`config.mk`:
```
export PLATFORM = sky130hd
export DESIGN_NAME = trig_busy_gen
export DESIGN_NICKNAME = d
export VERILOG_FILES = /design/src/rtl/trig_busy_pkg.sv /design/src/rtl/busy_occupancy.sv /design/src/rtl/busy_holdoff.sv /design/src/rtl/busy_accum.sv /design/src/rtl/trig_busy_gen.sv
export SDC_FILE = /design/constraint.sdc
export NUM_CORES = 1
export LEC_CHECK = 0
export ABC_AREA = 0
export CORE_MARGIN = 1
export CORE_UTILIZATION = 29
export CTS_CLUSTER_DIAMETER = 80
export CTS_CLUSTER_SIZE = 12
export DETAILED_ROUTE_END_ITERATION = 8
export GPL_ROUTABILITY_DRIVEN = 0
export SLEW_MARGIN = 15
export SYNTH_ARGS = -nofsm -noshare
export SYNTH_HDL_FRONTEND = slang
export SYNTH_SLANG_ARGS = --single-unit
```
`constraint.sdc`:
```
create_clock -name clk -period 4.9 [get_ports clk]
set_clock_uncertainty 0.15 [all_clocks]
set_input_delay 0.735 -clock clk [delete_from_list [all_inputs] [get_ports clk]]
set_output_delay 0.735 -clock clk [all_outputs]
set_load 0.05 [all_outputs]
```
`src/rtl/trig_busy_pkg.sv`:
```
package trig_busy_pkg;

    localparam int OCC_W  = 4;
    localparam int LIM_W  = 4;
    localparam int STAT_W = 16;

    localparam int ST_NOTRDY = 15;
    localparam int ST_FULL   = 14;
    localparam int ST_HOLD   = 13;
    localparam int ST_RXBUSY = 12;

    localparam logic [LIM_W-1:0] LIMIT_RST = LIM_W'(8);

    typedef struct packed {
        logic not_ready;
        logic full;
        logic hold;
        logic rx_busy;
    } busy_cause_t;

    function automatic logic any_cause(input busy_cause_t c);
        return c.not_ready | c.full | c.hold | c.rx_busy;
    endfunction

    function automatic logic [STAT_W-1:0] pack_status(input busy_cause_t c,
                                                      input logic [OCC_W-1:0] cnt,
                                                      input logic [LIM_W-1:0] lim);
        return {c, 4'b0000, cnt, lim};
    endfunction

endpackage

```
`src/rtl/busy_occupancy.sv`:
```
module busy_occupancy
    import trig_busy_pkg::*;
(
    input  logic             clk,
    input  logic             rst,
    input  logic             accept_i,
    input  logic             done_i,
    output logic [OCC_W-1:0] count_o
);
    localparam logic [OCC_W-1:0] CNT_MAX = '1;

    logic [OCC_W-1:0] cnt_q;

    always_ff @(posedge clk) begin
        if (rst) begin
            cnt_q <= '0;
        end else begin
            unique case ({accept_i, done_i})
                2'b10: if (cnt_q != CNT_MAX) cnt_q <= cnt_q + 1'b1;
                2'b01: if (cnt_q != '0)      cnt_q <= cnt_q - 1'b1;
                default: cnt_q <= cnt_q;
            endcase
        end
    end

    assign count_o = cnt_q;
endmodule

```
`src/rtl/busy_holdoff.sv`:
```
module busy_holdoff #(
    parameter int STEP_CYCLES = 400,
    parameter int HOLD_W      = 16
) (
    input  logic              clk,
    input  logic              rst,
    input  logic              l0_i,
    input  logic [HOLD_W-1:0] hold_len_i,
    output logic              active_o
);
    localparam int PS_W = (STEP_CYCLES > 1) ? $clog2(STEP_CYCLES) : 1;
    localparam logic [PS_W-1:0] PS_LAST = PS_W'(STEP_CYCLES - 1);

    logic [PS_W-1:0]   ps_q;
    logic [HOLD_W-1:0] rem_q;

    always_ff @(posedge clk) begin
        if (rst) begin
            ps_q  <= '0;
            rem_q <= '0;
        end else if (l0_i) begin
            ps_q  <= '0;
            rem_q <= hold_len_i;
        end else if (rem_q != '0) begin
            if (ps_q == PS_LAST) begin
                ps_q  <= '0;
                rem_q <= rem_q - 1'b1;
            end else begin
                ps_q  <= ps_q + 1'b1;
            end
        end
    end

    assign active_o = (rem_q != '0);
endmodule

```
`src/rtl/busy_accum.sv`:
```
module busy_accum #(
    parameter int TIME_W = 32
) (
    input  logic              clk,
    input  logic              rst,
    input  logic              busy_i,
    output logic [TIME_W-1:0] total_o
);
    localparam logic [TIME_W-1:0] T_MAX = '1;

    logic [TIME_W-1:0] tot_q;

    always_ff @(posedge clk) begin
        if (rst) begin
            tot_q <= '0;
        end else if (busy_i && tot_q != T_MAX) begin
            tot_q <= tot_q + 1'b1;
        end
    end

    assign total_o = tot_q;
endmodule

```
`src/rtl/trig_busy_gen.sv`:
```
module trig_busy_gen
    import trig_busy_pkg::*;
#(
    parameter int STEP_CYCLES = 400,
    parameter int HOLD_W      = 16,
    parameter int TIME_W      = 32,
    parameter logic [HOLD_W-1:0] HOLD_RST = HOLD_W'(10)
) (
    input  logic                  clk,
    input  logic                  rst,
    input  logic                  ttc_ready_i,
    input  logic                  rx_busy_i,
    input  logic                  l0_i,
    input  logic                  evt_accept_i,
    input  logic                  evt_done_i,
    input  logic                  cfg_limit_wr_i,
    input  logic [LIM_W-1:0]      cfg_limit_i,
    input  logic                  cfg_hold_wr_i,
    input  logic [HOLD_W-1:0]     cfg_hold_i,
    output logic                  busy_o,
    output logic [STAT_W-1:0]     status_o,
    output logic [TIME_W/2-1:0]   busy_time_hi_o,
    output logic [TIME_W/2-1:0]   busy_time_lo_o
);
    localparam int HALF_W = TIME_W / 2;

    logic [LIM_W-1:0]  limit_q;
    logic [HOLD_W-1:0] hold_len_q;
    logic [OCC_W-1:0]  occ;
    logic              hold_act;
    logic [TIME_W-1:0] busy_total;
    busy_cause_t       cause;

    always_ff @(posedge clk) begin
        if (rst) begin
            limit_q    <= LIMIT_RST;
            hold_len_q <= HOLD_RST;
        end else begin
            if (cfg_limit_wr_i) limit_q    <= cfg_limit_i;
            if (cfg_hold_wr_i)  hold_len_q <= cfg_hold_i;
        end
    end

    busy_occupancy u_occ (
        .clk      (clk),
        .rst      (rst),
        .accept_i (evt_accept_i),
        .done_i   (evt_done_i),
        .count_o  (occ)
    );

    busy_holdoff #(
        .STEP_CYCLES (STEP_CYCLES),
        .HOLD_W      (HOLD_W)
    ) u_hold (
        .clk        (clk),
        .rst        (rst),
        .l0_i       (l0_i),
        .hold_len_i (hold_len_q),
        .active_o   (hold_act)
    );

    always_comb begin
        cause.not_ready = ~ttc_ready_i;
        cause.full      = (occ >= limit_q);
        cause.hold      = hold_act;
        cause.rx_busy   = rx_busy_i;
    end

    assign busy_o   = any_cause(cause);
    assign status_o = pack_status(cause, occ, limit_q);

    busy_accum #(.TIME_W(TIME_W)) u_acc (
        .clk     (clk),
        .rst     (rst),
        .busy_i  (busy_o),
        .total_o (busy_total)
    );

    assign busy_time_hi_o = busy_total[TIME_W-1:HALF_W];
    assign busy_time_lo_o = busy_total[HALF_W-1:0];
endmodule

```
==> flow_summary.json <==
{
  "outcome": "finished clean",
  "ir_worst_vdd_v": 0.000157,
  "cp_max_fo": 19,
  "worstPathRequired_ns": 4.01,
  "finalWirelength_mm": 9.84,
  "hp-class": "reg2reg",
  "antenna_found_initial": 0,
  "grt_pass1_wl_mm": 16.6,
  "fillerInstances": 1355,
  "layout-drive-gt1-share_pct": 5.88,
  "drt_iter0_markers": 168,
  "clockPowerShare_pct": 46.4,
  "reg2reg_from": "u_acc.total_o[0]",
  "p_leak_nw": 2.06,
  "grtUsageTotal_pct": 14.2,
  "period_needed_ns": 3.86,
  "drv_slew": 0,
  "initial_core_util_pct": 30.2,
  "drc_errors": 0,
  "switchingPower_mw": 0.448,
  "dieArea_um2": 14500,
  "worstMarginPinSlew_ns": 0.939,
  "internal-power_mw": 1.33,
  "antennaDiodeCount": 0,
  "grt_pass1_vias": 3400,
  "ant_nets": 0,
  "timing.setup.tns_ns": 0,
  "m1WireLength_mm": 4.76,
  "synth_edf_count": 0,
  "routed-wl-met2_mm": 4.50,
  "seqPwrFrac_pct": 39.8,
  "timing.slew.headroom_pct": 37.2,
  "most-common-layout-cells": "81 x dfxtp_1, 72 x clkdlybuf4s50_1, 70 x nor2_1",
  "worstReg2RegEnd": "u_acc.total_o[21]",
  "end_kind": "primary output",
  "rsz0062_at_grt": "false",
  "start_kind": "flip-flop",
  "drv_cap": 0,
  "insertion_delay_ns": 0.34,
  "rrSetupSlack_ns": 1.76,
  "io_buffer_count": 73,
  "dr_wl_met3_um": 472,
  "ys_seq_area_share_pct": 39.7,
  "die-height_um": 121,
  "ys_warn_count": 0,
  "p_sw_share_pct": 25.1,
  "ctsResizeCount": 0,
  "cts_made_buffers": 9,
  "pwr-share-comb_pct": 13.7,
  "cts.sinks": 81,
  "reg2reg_depth": 7,
  "area_delta_synth_final_pct": 30.2,
  "critPathKind": "reg2out",
  "crit_arrival_ns": 2.98,
  "finalPower_mw": 1.78,
  "syn_avg_cell_area_um2": 8.64,
  "synth-async-reset-ratio_pct": 0,
  "fmax_mhz": 259,
  "syn_inst": 472,
  "vias_per_cell": 4.87,
  "synth-seq-cells": 81,
  "firstDrtPassIters": 4,
  "setup_viol": 0,
  "cts_tree": "yes",
  "final_common_cell": "dfxtp_1",
  "finalHoldViolations": 0,
  "fin_nets": 581,
  "clk_path_buf_depth": 2,
  "post_cts_buffers": 0,
  "grt_overflow": 0,
  "worstSetupStartpoint": "u_hold.rem_q[10]",
  "routedWlPerCell_um": 13.7,
  "core_area_um2": 13500,
  "endpoint": "busy_o",
  "highest_layer": "met4",
  "ys.flop_type": "dfxtp_1",
  "rows": 42,
  "fin_crit_sh_pct": 78.8,
  "syn-cell-area_um2": 4080,
  "powerDensity_nw_per_um2": 336,
  "clk_pin_slew_worst_paths_ns": 0.06,
  "die_x_um": 121,
  "synth_cell_types": 53,
  "cts_hold_buf": 0,
  "cts_root_buf": "clkbuf_16",
  "io_pins": 78,
  "ctsHtreeMaxLevel": 3,
  "dp_hpwl_mm": 6.94,
  "vias": 3507,
  "grt_max_degree": 40
}
[synth_stat cells, types with 3 or more instances]
library cell	number	area [µm²]
and2_1	3	18.8
a211oi_1	3	22.5
dfxtp_1	81	1620
and4_1	5	43.8
and3_1	11	68.8
nand2b_1	3	18.8
or4_1	3	22.5
xnor2_1	12	105
mux2i_1	23	230
nand2_1	24	90.1
o21ai_0	6	30.0
ha_1	12	150
o211ai_1	4	30.0
a31oi_1	3	18.8
nor3_1	11	55.1
nor2_1	70	263
buf_4	6	45.0
inv_1	24	90.1
a21oi_1	18	90.1
xor2_1	36	315
nand4_1	16	100
or3_1	9	56.3
o21a_1	12	90.1
nor4_1	7	43.8
clkbuf_1	13	48.8
nand3_1	27	135
[metrics by stage]
step / area [µm²] / util (%) / std cells / hold slack, ns / worst slack [ns]
after floorplan: 4090 / - / 475 / 0.281 / 1.15
after CTS: 5310 / 39.3 / 720 / 0.311 / 1.00
after detailed placement: 4940 / 36.6 / 704 / 0.302 / 1.38
after global routing: 5310 / 39.3 / 720 / 0.363 / 0.854
after global placement: 4940 / 36.6 / 704 / 0.304 / 1.42
final: 5310 / 39.3 / 720 / 0.310 / 1.04
[cells by family after synthesis]
kind of cell               count (synthesis)  share of synthesized area (%)
AOI/OAI and AO/OA                         56                           9.38
xor gates and xnor gates                  48                           10.3
adders and majority gates                 13                           4.17
buffers and inverters                     48                           5.21
DFF                                       81                           39.7
muxes                                     24                           5.92
other                                      1                         0.0919
and+or+nand+nor                          201                           25.2
[metal layers]
| layer | global-route usage [%] | vias to the layer above |
|---|---|---|
| met5 | 0 | - |
| met4 | 5.17 | 0 |
| met3 | 3.96 | 12 |
| li1 | - | 1770 |
| met1 | 18.4 | 1664 |
| met2 | 22.4 | 61 |
[how the worst min path moves through the flow]
stage / from / endpoint / slack, ns / depth (start not counted)
after detailed placement: hold_len_q[1] / u_hold.rem_q[1] / 0.30 / 2
after global routing: hold_len_q[1] / u_hold.rem_q[1] / 0.36 / 2
final: hold_len_q[1] / u_hold.rem_q[1] / 0.31 / 2
after floorplan: hold_len_q[1] / u_hold.rem_q[1] / 0.28 / 2
after global placement: hold_len_q[1] / u_hold.rem_q[1] / 0.30 / 2
after CTS: hold_len_q[1] / u_hold.rem_q[1] / 0.31 / 2
[sequential cells by signal (all words and copies together) (netlist names)]
name and cells:
u_hold.rem_q 16, u_acc.total_o 32, limit_q 4, u_occ.count_o 4
hold_len_q 16, u_hold.ps_q 9
[area by class of cell]
class,count,area (µm²),share of cell area (%)
Timing Repair Buffer,77,756,14.2
Clock inverter,7,141,2.66
Clock buffer,9,225,4.24
Tap cell,176,220,4.15
Multi-Input combinational cell,346,2260,42.5
Inverter,24,90.1,1.70
Sequential cell,81,1620,30.5
[worst max-delay path, stage by stage, from the launching register on]
cell and delay (ns):
dfxtp_1 0.35, or4_1 0.64, nor4_2 0.48, o2111ai_2 0.19, buf_4 0.24, clkdlybuf4s50_1 0.72
[power groups by stage]
stage	Sequential (mW)	Clock [mW]	Combinational, mW
after floorplan	0.752	0	0.139
after global placement	0.723	0	0.243
after detailed placement	0.724	0	0.246
after CTS	0.710	0.846	0.248
after global routing	0.714	0.883	0.270
final	0.710	0.828	0.245
Note: power is estimated with default switching activity, not from simulation.
